**src/rtl/burst_seq_pkg.sv**
```systemverilog
package burst_seq_pkg;

    // widest burst is 8 beats -> 3 offset bits
    localparam int OFS_W = 3;

    typedef enum logic [1:0] {
        BL_2  = 2'd0,
        BL_4  = 2'd1,
        BL_8  = 2'd2,
        BL_8X = 2'd3
    } blen_e;

    typedef enum logic {
        ST_IDLE  = 1'b0,
        ST_BURST = 1'b1
    } bstate_e;

    typedef struct packed {
        blen_e len;
        logic  ilv;
    } bcfg_t;

    // mask of the in-block offset bits; also the index of the final beat
    function automatic logic [OFS_W-1:0] len_mask(input blen_e l);
        logic [OFS_W-1:0] m;
        unique case (l)
            BL_2:    m = 3'd1;
            BL_4:    m = 3'd3;
            default: m = 3'd7;
        endcase
        return m;
    endfunction

endpackage

```
**src/rtl/burst_beat_ctl.sv**
```systemverilog
module burst_beat_ctl
    import burst_seq_pkg::*;
#(
    parameter int COL_W = 9
) (
    input  logic                 clk,
    input  logic                 rst_n,
    input  logic                 start,
    input  logic [COL_W-1:0]     start_col,
    input  logic [1:0]           len_sel,
    input  logic                 ilv_sel,
    output logic [COL_W-1:0]     base_q,
    output bcfg_t                cfg_q,
    output logic [OFS_W-1:0]     beat_q,
    output logic                 busy,
    output logic                 is_last
);

    bstate_e state_q, state_d;

    // output decode
    always_comb begin
        busy    = (state_q == ST_BURST);
        is_last = busy && (beat_q == len_mask(cfg_q.len));
    end

    // next state
    always_comb begin
        state_d = state_q;
        unique case (state_q)
            ST_IDLE:  state_d = start ? ST_BURST : ST_IDLE;
            ST_BURST: begin
                if (start)        state_d = ST_BURST;
                else if (is_last) state_d = ST_IDLE;
                else              state_d = ST_BURST;
            end
            default:  state_d = ST_IDLE;
        endcase
    end

    // state register and captured burst parameters
    always_ff @(posedge clk or negedge rst_n) begin
        if (!rst_n) begin
            state_q <= ST_IDLE;
            beat_q  <= '0;
            base_q  <= '0;
            cfg_q   <= '{len: BL_2, ilv: 1'b0};
        end else begin
            state_q <= state_d;
            if (start) begin
                beat_q  <= '0;
                base_q  <= start_col;
                cfg_q   <= '{len: blen_e'(len_sel), ilv: ilv_sel};
            end else if (busy && !is_last) begin
                beat_q  <= beat_q + 3'd1;
            end
        end
    end

    AST_BEAT_STEP: assert property (@(posedge clk) disable iff (!rst_n)
        busy && !is_last && !start |=> beat_q == $past(beat_q) + 3'd1);
    AST_CFG_HOLD: assert property (@(posedge clk) disable iff (!rst_n)
        busy && !start |=> cfg_q == $past(cfg_q));
    AST_RESTART_ZERO: assert property (@(posedge clk) disable iff (!rst_n)
        start |=> busy && beat_q == '0);

endmodule

```
**src/rtl/burst_ofs_gen.sv**
```systemverilog
module burst_ofs_gen
    import burst_seq_pkg::*;
#(
    parameter int COL_W = 9
) (
    input  logic [COL_W-1:0] base,
    input  bcfg_t            cfg,
    input  logic [OFS_W-1:0] beat,
    output logic [COL_W-1:0] col
);

    logic [OFS_W-1:0] mask;
    logic [OFS_W-1:0] lo_lin;
    logic [OFS_W-1:0] lo_xor;
    logic [OFS_W-1:0] lo_sel;

    always_comb begin
        mask   = len_mask(cfg.len);
        lo_lin = base[OFS_W-1:0] + beat;
        lo_xor = base[OFS_W-1:0] ^ beat;
        lo_sel = cfg.ilv ? lo_xor : lo_lin;
    end

    // per offset bit: inside the block take the new value, outside keep base
    for (genvar i = 0; i < OFS_W; i++) begin : g_ofs
        assign col[i] = mask[i] ? lo_sel[i] : base[i];
    end

    assign col[COL_W-1:OFS_W] = base[COL_W-1:OFS_W];

endmodule

```
**src/rtl/burst_col_seq.sv**
```systemverilog
module burst_col_seq
    import burst_seq_pkg::*;
#(
    parameter int COL_W = 9
) (
    input  logic             clk,
    input  logic             rst_n,
    input  logic             start,
    input  logic [COL_W-1:0] start_col,
    input  logic [1:0]       len_sel,
    input  logic             ilv_sel,
    output logic [COL_W-1:0] col_out,
    output logic             col_valid,
    output logic             last_beat
);

    logic [COL_W-1:0] base_q;
    bcfg_t            cfg_q;
    logic [OFS_W-1:0] beat_q;
    logic             busy;
    logic             is_last;
    logic [COL_W-1:0] gen_col;

    burst_beat_ctl #(.COL_W(COL_W)) u_ctl (
        .clk       (clk),
        .rst_n     (rst_n),
        .start     (start),
        .start_col (start_col),
        .len_sel   (len_sel),
        .ilv_sel   (ilv_sel),
        .base_q    (base_q),
        .cfg_q     (cfg_q),
        .beat_q    (beat_q),
        .busy      (busy),
        .is_last   (is_last)
    );

    burst_ofs_gen #(.COL_W(COL_W)) u_ofs (
        .base (base_q),
        .cfg  (cfg_q),
        .beat (beat_q),
        .col  (gen_col)
    );

    always_comb begin
        col_valid = busy;
        last_beat = is_last;
        col_out   = busy ? gen_col : '0;
    end

    AST_FIRST_BEAT: assert property (@(posedge clk) disable iff (!rst_n)
        start |=> col_valid && col_out == $past(start_col));
    AST_UPPER_KEEP: assert property (@(posedge clk) disable iff (!rst_n)
        col_valid && !start |=> !col_valid || col_out[COL_W-1:OFS_W] == $past(col_out[COL_W-1:OFS_W]));
    AST_LAST_DROP: assert property (@(posedge clk) disable iff (!rst_n)
        last_beat && !start |=> !col_valid);
    AST_LAST_IN_BURST: assert property (@(posedge clk) disable iff (!rst_n)
        last_beat |-> col_valid);
    AST_IDLE_ZERO: assert property (@(posedge clk) disable iff (!rst_n)
        !col_valid |-> col_out == '0 && !last_beat);

endmodule

```
**config.mk**
```make
export PLATFORM = sky130hd
export DESIGN_NAME = burst_col_seq
export DESIGN_NICKNAME = d
export VERILOG_FILES = /design/src/rtl/burst_seq_pkg.sv /design/src/rtl/burst_beat_ctl.sv /design/src/rtl/burst_ofs_gen.sv /design/src/rtl/burst_col_seq.sv
export SDC_FILE = /design/constraint.sdc
export NUM_CORES = 1
export LEC_CHECK = 0
export ABC_AREA = 1
export CORE_UTILIZATION = 45
export CTS_CLUSTER_SIZE = 24
export DETAILED_ROUTE_END_ITERATION = 7
export PLACE_DENSITY = 0.73
export SYNTH_ARGS = -nofsm -noshare
export SYNTH_HDL_FRONTEND = slang
export SYNTH_SLANG_ARGS = --single-unit
```
**constraint.sdc**
```tcl
create_clock -name clk -period 3.9 [get_ports clk]
set_input_delay 0.78 -clock clk [delete_from_list [all_inputs] [get_ports clk]]
set_output_delay 0.78 -clock clk [all_outputs]
set_load 0.1 [all_outputs]
```
# Yosys cells after proc, flatten, opt, wreduce, memory -nomap -nowiden
# Index checks and enable logic that the tools add are counted.
# classes
n_addsub,2
n_mul,0
div_mod_pow,0
magnitude_cmp,0
eq_ne,2
shift,0
n_mux,12
n_bitwise,2
n_reduce_logical,5
# ops
operator,count
3-bit two-way mux,3
9-bit two-way mux,1
1-bit two-way mux,6
3-bit case mux with 2 select lines,1
"3-bit by 1-bit adder with 3-bit output, second input constant",1
3-bit adder,1
3-bit == test,1
3-bit bitwise XOR,1
"2-bit by 1-bit == test with 1-bit output, second input constant",1
1-bit logical AND,2
2-bit logical NOT,1
1-bit case mux with 2 select lines,1
2-bit nonzero test,1
1-bit logical NOT,1
1-bit inverter,1
# totals
ff_bits,16
latchBits,0
mem_bits_rw,0
mem_bits_ro,0
inputBits,15
output_inout_bits,11
wordCells,28
memories,0

# Logic depth before layout (Yosys ltp)
# Gate-level depths: netlist (run 1).
# logic_depth
depth_word,8
depth_mapped,9
ltp_nobuf,9

# Modules after synthesis
# A second synthesis (run 1) with hierarchy kept.
# hier_totals
cells_unflattened,125
hier_area_um2,928.4
# by_module_without_submodules
mod,instances,cells_each,area_per_inst_um2,seq_area_each_um2
burst_beat_ctl,1,80,685.7,400.4
burst_ofs_gen,1,26,163.9,0.0
burst_col_seq,1,19,78.8,0.0

# Worst setup path before layout (run 1)
# Ideal clock, no wire load.
# synth_path
path_type,register -> output
start,register u_ctl.state_q (netlist: u_ctl.busy)
end,output col_out[1]
arrival_time_ps,2678
required_ps,3120
setup_slack_ps,442
path_stages_with_launch,3
n_path_buf,0
path_cell_list,dfrtp_1 o21ai_0 a21oi_1
# synth_between
elab_chain_cells,1
# synth_lines
item,line,rtl
from (decl),burst_beat_ctl.sv:19,"bstate_e state_q, state_d;"
from (signal assigned),burst_beat_ctl.sv:49,state_q <= state_d;
9-bit two-way mux,burst_col_seq.sv:48,col_out = busy ? gen_col : '0;
to (decl),burst_col_seq.sv:12,"output logic [COL_W-1:0] col_out,"
# No other way between the ends.

# Final worst setup path (run 1)
# layout_path
start,register u_ctl.state_q (netlist: u_ctl.busy)
end,output col_out[4]
# Same word-level chain as after synthesis.

==> flow_metrics.py, run 1 <==
metrics = {
    "timing": {
        "setup_viol": 0,
        "hold_viol_final": 0,
        "timing.final.crit_period_ns": 3.02,
        "hold_slack_ns": 0.480,
        "worst_slack_ns": 0.876,
        "worst_slew_pin_slew_ns": 0.970,
        "fmax_ghz": 0.331,
        "post-route-period-util": 0.775,
        "finalMaxSlewViolations": 0,
        "slew-limit-headroom": 0.351,
        "finalClockSkew_ns": 0.00440,
        "finalSetupTns_ns": 0,
        "rsz0062_at_grt": "no",
    },
    "worst_setup_path": {
        "cp-end-kind": "output port",
        "crit_fanout": 15,
        "crit_arrival_ns": 2.24,
        "cp-start-kind": "register",
        "reg2regPathDepth": 8,
        "r2r_start": "u_ctl.cfg_q[2]",
        "r2r_slack_ns": 2.73,
        "crit_required_ns": 3.12,
        "crit_type": "reg -> out",
        "r2r-end": "u_ctl.beat_q[0]",
    },
    "power": {
        "power_mw": 0.695,
        "p_leak_nw": 0.634,
        "p_per_area_mw_per_mm2": 612,
        "irDropWorstVdd_v": 0.000307,
    },
    "layout": {
        "fin_area_mm2": 0.00113,
        "most-common-layout-cells": "47 x nand2_1, 20 x clkdlybuf4s50_1, 17 x inv_1",
        "layout_commonest_cell": "nand2_1",
        "utilization": 0.650,
        "drive_gt1_frac": 0.0791,
        "layout.nets": 159,
        "area_delta_synth_final_pct": 33.4,
        "regArea_um2": 400,
        "multiInputGateArea_um2": 365,
        "fillers": 165,
        "antenna_cells": 0,
        "final_cells": 164,
    },
    "floorplan": {
        "core_mm2": 0.00175,
        "initial_utilization": 0.487,
        "std_cell_rows": 15,
        "die_w_um": 45.5,
        "fp.dieH_um": 45.5,
        "dieArea_mm2": 0.00207,
        "ios": 26,
    },
    "yosys": {
        "synth_seq_area_share": 0.471,
        "synth_top_family_by_area": "simple AND/OR/NAND/NOR gates",
        "synthTopCellsByArea": "dfrtp_1 47%, nand2_1 21%, inv_1 7.5%",
        "synthAdderAreaFrac": 0.0676,
        "synthXorXnorAreaFrac": 0.0103,
        "synthCells": 114,
        "synth-simple-area-share": 0.304,
        "synth_top_area_frac": 0.471,
        "synthDistinctLibCells": 16,
        "syn_area_um2": 851,
        "synth_compound_area_frac": 0.0471,
        "ys.warnings.count": 0,
        "synth.avg_cell_area_um2": 7.46,
        "ys_ff_latch": 16,
        "synth.area.mux_share": 0,
        "syn-num-nets": 133,
        "synth_area_leader_cell": "dfrtp_1",
    },
    "job": {
        "maxCapViolCount": 0,
    },
    "clock_tree": {
        "cts_setup_buffers": 0,
        "cts.clk_slew.worst_paths_ns": 0.10,
        "postCtsHoldBufs": 0,
        "h-tree-depth": 1,
        "numCtsBuffers": 3,
        "cts_root_buffer": "clkbuf_4",
        "cts.sinks": 16,
        "cts_tree": "done",
        "clock_latency_ns": 0.28,
        "cts_resized": 0,
        "clockBufferDepth": 2,
    },
    "grt": {
        "grt_max_degree": 18,
        "antenna_found_initial": 0,
        "overflow": 0,
        "grt_pass1_vias": 718,
        "grt_pass1_wl_um": 2880,
        "grt.total_usage": 0.194,
    },
    "placed_design": {
        "gp_congestion": 0.780,
        "place_ws_ns": 1.18,
        "dp.cells": 160,
        "port_buffers": 25,
        "dp_hpwl_um": 1240,
        "place_area_mm2": 0.00110,
    },
    "routing": {
        "wl_met2_um": 801,
        "wl_per_cell_um": 9.73,
        "wl_met1_um": 724,
        "drt_iter0_drc": 9,
        "drcViolationCount": 0,
        "drtPass1Iterations": 4,
        "vias_per_cell": 4.65,
        "routed_wl_um": 1600,
        "antenna_left": 0,
        "num_vias": 762,
        "wl_met3_um": 59,
        "top_layer": "met4",
    },
    "run_status": {
        "outcome": "completed",
    },
    "hold_path": {
        "hold_start": "u_ctl.base_q[3]",
        "whs_path_depth": 2,
        "worstHoldPathType": "reg -> reg",
        "holdPathEnd": "u_ctl.base_q[3]",
    },
}
## state kept, by name, summed over array words and instances (netlist names)
name and cells:
u_ctl.base_q 9, u_ctl.beat_q 3, u_ctl.cfg_q 3, u_ctl.busy 1
## worst max path at each step
stage	to	slack (ns)	from
after floorplan	col_out[1]	0.44	u_ctl.busy
after global placement	col_out[3]	1.24	u_ctl.busy
after detailed placement	col_out[4]	1.18	u_ctl.busy
after CTS	col_out[4]	0.85	u_ctl.busy
after global routing	col_out[4]	0.71	u_ctl.busy
final	col_out[4]	0.88	u_ctl.busy
## critical path, stage by stage, from the launching register on
cell and delay (ns):
dfrtp_1 0.65, nand2_1 0.11, inv_1 0.08, clkdlybuf4s50_1 1.12
## area by class of cell
cell class,count,share of cell area
sequential,16,0.353
inverter,17,0.0562
clock buffer,4,0.0320
timing repair buffer,25,0.209
tap,25,0.0276
multi-input combinational,77,0.322
## synthesized netlist by cell type
| master | count |
|---|---|
| a21oi_1 | 2 |
| buf_2 | 1 |
| buf_4 | 1 |
| clkbuf_1 | 1 |
| clkbuf_2 | 1 |
| dfrtp_1 | 16 |
| fa_1 | 1 |
| ha_1 | 3 |
| inv_1 | 17 |
| nand2_1 | 47 |
| nand2_2 | 2 |
| nand3_1 | 5 |
| nand4_1 | 3 |
| nor2_1 | 7 |
| o21ai_0 | 6 |
| xor2_1 | 1 |
## kinds of logic (layout without fill, tap and decap cells)
group	after synthesis	count (layout)
flip-flops	16	16
adder cells (fa/ha/maj)	4	4
XOR/XNOR	1	1
buffers and inverters	21	46
AND/OR/NAND/NOR	64	64
AO/OA/AOI/OAI	8	8
## power breakdown
group	total (mW)	switching, mW	internal [mW]
registers	0.221	0.0311	0.189
clock network	0.109	0.0523	0.0567
logic	0.365	0.272	0.0933
## metal layers
layer / global-route usage / up-vias
met5: 0 / -
met4: 0.0545 / 0
met3: 0.0476 / 2
met2: 0.337 / 18
met1: 0.237 / 348
li1: - / 394
No activity file was read; power rests on OpenSTA's default activity.
==> run 2, diff against run 1 <==
Clock period 3.9 ns to 3.16 ns, I/O delays scaled along.
==> flow_metrics.py, run 2 (synthesized netlist as in run 1, its figures left out) <==
metrics = {
    "run_status": {
        "outcome": "completed",
    },
    "power": {
        "irDropWorstVdd_v": 0.000561,
        "seq_power_share": 0.314,
        "pwr-share-comb": 0.535,
        "power_mw": 0.866,
        "swShare": 0.508,
        "p_switching_mw": 0.440,
        "power.internal_mw": 0.426,
        "p_clk_frac": 0.151,
        "p_per_area_mw_per_mm2": 754,
        "p_leak_nw": 0.649,
    },
    "clock_tree": {
        "cts_resized": 0,
        "numCtsBuffers": 3,
        "cts.clk_slew.worst_paths_ns": 0.09,
        "h-tree-depth": 1,
        "cts_setup_buffers": 0,
        "cts_root_buffer": "clkbuf_4",
        "clock_latency_ns": 0.27,
        "cts_tree": "done",
        "clockBufferDepth": 2,
        "postCtsHoldBufs": 0,
        "cts.sinks": 16,
    },
    "layout": {
        "layout.nets": 160,
        "largest_register": "u_ctl.base_q",
        "area_delta_synth_final_pct": 35.0,
        "layout_commonest_cell": "nand2_1",
        "drive_gt1_frac": 0.150,
        "largestRegisters": "u_ctl.base_q (9), u_ctl.beat_q (3), u_ctl.cfg_q (3)",
        "fin_area_mm2": 0.00115,
        "largest_reg_flops": 9,
        "antenna_cells": 0,
        "most-common-layout-cells": "47 x nand2_1, 17 x inv_1, 16 x dfrtp_1",
    },
    "grt": {
        "gr-usage-met3": 0.0238,
        "overflow": 0,
        "grt_most_used_layer": "met2",
        "grt_use_met2": 0.323,
        "grt_pass1_vias": 674,
        "use_met1": 0.239,
        "grt.total_usage": 0.186,
        "grt_pass1_wl_um": 2790,
        "grt_max_degree": 18,
        "antenna_found_initial": 0,
    },
    "hold_path": {
        "whs_path_depth": 2,
        "holdPathEnd": "u_ctl.base_q[8]",
        "hold_start": "u_ctl.base_q[8]",
        "worstHoldPathType": "reg -> reg",
    },
    "placed_design": {
        "place_ws_ns": 0.816,
        "gp_congestion": 0.807,
        "dp_hpwl_um": 1240,
        "port_buffers": 25,
        "place_area_mm2": 0.00111,
    },
    "routing": {
        "vias_per_cell": 4.45,
        "wl_per_cell_um": 9.88,
        "drt_iter0_drc": 8,
        "drtPass1Iterations": 4,
        "routed_wl_um": 1630,
        "antenna_left": 0,
        "drcViolationCount": 0,
        "num_vias": 734,
    },
    "floorplan": {
        "initial_utilization": 0.487,
        "ios": 26,
        "dieArea_mm2": 0.00207,
        "die_w_um": 45.5,
        "std_cell_rows": 15,
        "core_mm2": 0.00175,
        "fp.dieH_um": 45.5,
    },
    "job": {
        "maxCapViolCount": 0,
    },
    "worst_setup_path": {
        "cp_cell_sequence": "ha_1 -> inv_1 -> fa_1 -> o21ai_0 -> nand3_1 -> nand2_1 -> nand2_1 -> nor2_2 -> buf_12",
        "cp-end-kind": "output port",
        "cp_slowest_stage_delay_ns": 0.42,
        "cp-start-kind": "register",
        "crit_fanout": 5,
        "crit_slowest_cell": "dfrtp_1",
        "r2r_start": "u_ctl.cfg_q[2]",
        "crit_arrival_ns": 1.99,
        "crit_top_cell": "nand2_1",
        "reg2regPathDepth": 8,
        "crit_required_ns": 2.53,
        "r2r_slack_ns": 1.95,
        "r2r-end": "u_ctl.beat_q[0]",
        "crit_type": "reg -> out",
    },
    "timing": {
        "rsz0062_at_grt": "no",
        "hold_slack_ns": 0.482,
        "post-route-period-util": 0.830,
        "worst_slack_ns": 0.536,
        "hold_viol_final": 0,
        "finalClockSkew_ns": 0.000462,
        "fmax_ghz": 0.381,
        "slew-limit-headroom": 0.506,
        "finalSetupTns_ns": 0,
        "worst_slew_pin_slew_ns": 0.739,
        "finalMaxSlewViolations": 0,
        "setup_viol": 0,
        "timing.final.crit_period_ns": 2.62,
    },
}
-- run 2: cell types whose count changed in the layout (fill, tap and decap cells not counted), sizes merged --
cell           before  now
buf                 5   12
clkdlybuf4s50      20   14
-- run 2: worst max path at each step --
| stage | start | end |
|---|---|---|
| after floorplan | u_ctl.busy | last_beat |
| after global placement | u_ctl.beat_q[0] | col_out[2] |
| after detailed placement | u_ctl.beat_q[0] | col_out[2] |
| after CTS | u_ctl.beat_q[0] | col_out[2] |
| after global routing | u_ctl.beat_q[0] | col_out[2] |
| final | u_ctl.beat_q[0] | col_out[2] |
-- run 2: area by class of cell --
class | count | area [um^2]
Fill cell | 180 | 597
Sequential cell | 16 | 400
Multi-Input combinational cell | 77 | 374
Timing Repair Buffer | 26 | 243
Inverter | 17 | 63.8
Clock buffer | 4 | 36.3
Tap cell | 25 | 31.3
-- run 2: power groups by stage --
stage	clock, mW	sequential, mW	combinational [mW]
3_5_place_dp	0	0.276	0.467
3_3_place_gp	0	0.275	0.461
4_1_cts	0.140	0.272	0.469
5_1_grt	0.145	0.278	0.496
6_report	0.130	0.272	0.464
2_1_floorplan	0	0.278	0.354
-- run 2: worst max-delay path: cells and delay by family, from the launching register on --
| kind | cells | cell delay [ns] |
|---|---|---|
| compound gates | 1 | 0.15 |
| flops | 1 | 0.42 |
| simple gates | 4 | 0.38 |
| fa+ha+maj | 2 | 0.53 |
| buf+inv | 2 | 0.24 |
-- run 2: routing by layer --
layer | vias to the layer above | wire, um
met5 | - | 0
met4 | 0 | 9
met3 | 2 | 58
met2 | 16 | 815
met1 | 320 | 747
li1 | 396 | -
-- run 2: per-stage QoR --
stage / util / std cells
after floorplan: - / 114
after global placement: 0.637 / 161
after detailed placement: 0.637 / 161
after CTS: 0.658 / 165
after global routing: 0.658 / 165
final: 0.658 / 165
==> run 3, diff against run 2 <==
Settings changed: CORE_UTILIZATION 45 to 41, PLACE_DENSITY 0.73 to 0.7.
Clock period 3.16 ns to 2.1 ns, I/O delays scaled along.
==> flow_metrics.py, run 3 (synthesized netlist as in run 1, its figures left out) <==
metrics = {
    "floorplan": {
        "std_cell_rows": 16,
        "initial_utilization": 0.434,
        "die_w_um": 47.6,
        "dieArea_mm2": 0.00226,
        "ios": 26,
        "core_mm2": 0.00196,
        "fp.dieH_um": 47.6,
    },
    "routing": {
        "wl_met2_um": 1000,
        "drcViolationCount": 0,
        "vias_per_cell": 4.66,
        "drt_iter0_drc": 14,
        "wl_per_cell_um": 11.0,
        "routed_wl_um": 1880,
        "wl_met3_um": 81,
        "top_layer": "met4",
        "wl_met1_um": 752,
        "antenna_left": 0,
        "num_vias": 797,
        "drtPass1Iterations": 4,
    },
    "layout": {
        "area_delta_synth_final_pct": 61.5,
        "drive_gt1_frac": 0.285,
        "largest_reg_flops": 9,
        "largest_register": "u_ctl.base_q",
        "most-common-layout-cells": "46 x nand2_1, 15 x dfrtp_1, 14 x clkdlybuf4s50_1",
        "layout_commonest_cell": "nand2_1",
        "fillers": 167,
        "antenna_cells": 0,
        "layout.nets": 164,
        "largestRegisters": "u_ctl.base_q (9), u_ctl.beat_q (3), u_ctl.cfg_q (3)",
    },
    "placed_design": {
        "dp_hpwl_um": 1450,
        "port_buffers": 25,
        "place_ws_ns": 0.0918,
        "gp_congestion": 0.827,
    },
    "worst_setup_path": {
        "r2r_slack_ns": 0.78,
        "cp-start-kind": "register",
        "reg2regPathDepth": 8,
        "r2r_start": "u_ctl.cfg_q[2]",
        "crit_required_ns": 1.68,
        "cp-end-kind": "output port",
        "crit_arrival_ns": 1.86,
        "crit_type": "reg -> out",
        "r2r-end": "u_ctl.beat_q[0]",
        "crit_fanout": 2,
    },
    "power": {
        "power_mw": 1.56,
        "p_per_area_mw_per_mm2": 1130,
        "irDropWorstVdd_v": 0.000590,
        "p_leak_nw": 0.670,
    },
    "grt": {
        "grt_pass1_vias": 734,
        "antenna_found_initial": 0,
        "grt_max_degree": 17,
        "grt_pass1_wl_um": 3080,
        "grt.total_usage": 0.204,
        "overflow": 0,
    },
    "timing": {
        "rsz0062_at_grt": "yes",
        "timing.final.crit_period_ns": 2.28,
        "worst_slack_ns": -0.180,
        "hold_slack_ns": 0.464,
        "finalClockSkew_ns": 0.00378,
        "slew-limit-headroom": 0.702,
        "finalMaxSlewViolations": 0,
        "post-route-period-util": 1.09,
        "worst_slew_pin_slew_ns": 0.446,
        "hold_viol_final": 0,
        "fmax_ghz": 0.439,
        "setup_viol": 2,
    },
    "job": {
        "maxCapViolCount": 0,
    },
    "run_status": {
        "outcome": "finished with violations",
        "violations": "setup timing",
    },
    "hold_path": {
        "worstHoldPathType": "in -> async",
    },
    "clock_tree": {
        "clock_latency_ns": 0.28,
        "clockBufferDepth": 2,
        "cts.sinks": 16,
        "numCtsBuffers": 3,
        "cts_root_buffer": "clkbuf_4",
        "cts_tree": "done",
        "h-tree-depth": 1,
        "cts.clk_slew.worst_paths_ns": 0.09,
        "postCtsHoldBufs": 0,
    },
}
==> run 3: cell type report <==
type,count,area (um^2),area share
Multi-Input combinational cell,77,414,0.301
Sequential cell,16,402,0.292
Timing Repair Buffer,30,398,0.290
Inverter,17,90.1,0.0656
Clock buffer,4,36.3,0.0264
Tap cell,27,33.8,0.0246
==> run 3: metrics by stage <==
| step | cell area [um^2] | utilization | TNS, ns | std cells |
|---|---|---|---|---|
| floorplan | 912 | - | -0.187 | 114 |
| global placement | 1320 | 0.670 | 0 | 166 |
| detailed placement | 1320 | 0.670 | 0 | 166 |
| CTS | 1360 | 0.692 | -0.330 | 170 |
| global route | 1370 | 0.700 | -0.525 | 171 |
| finish | 1370 | 0.700 | -0.333 | 171 |
==> run 3: per-layer routing <==
metal | GRT usage | vias up
met5 | 0 | -
met4 | 0.106 | 0
met3 | 0.0528 | 6
met2 | 0.340 | 25
met1 | 0.243 | 360
li1 | - | 406
==> run 3: how the worst max path moves through the flow <==
stage | startpoint | to | slack, ns | cells after the start
after global routing | u_ctl.beat_q[0] | col_out[2] | -0.27 | 9
after floorplan | u_ctl.beat_q[0] | col_out[1] | -0.09 | 6
after detailed placement | u_ctl.beat_q[0] | col_out[2] | 0.09 | 9
after CTS | u_ctl.beat_q[0] | col_out[2] | -0.18 | 9
final | u_ctl.beat_q[0] | col_out[1] | -0.18 | 7
after global placement | u_ctl.beat_q[0] | col_out[1] | 0.13 | 7
==> run 3: power by group <==
group	internal [mW]	switching [mW]
combinational	0.350	0.606
sequential	0.353	0.0489
clock	0.105	0.0939
total	0.808	0.749
==> run 3: critical path: stages (launching register included) <==
cell and delay, ns:
dfrtp_1 0.39, ha_2 0.19, inv_2 0.05, fa_2 0.43, nor2_2 0.12, a21oi_2 0.06, a21oi_4 0.15, buf_12 0.19
==> run 3: timing repair <==
item | in CTS | in global routing
setup endpoints to repair | 2 | 2
hold endpoints to repair | 0 | 0
gates cloned | 0 | 0
pin swaps | 3 | 0
resized for setup | 3 | 2
buffers inserted | 0 | 1
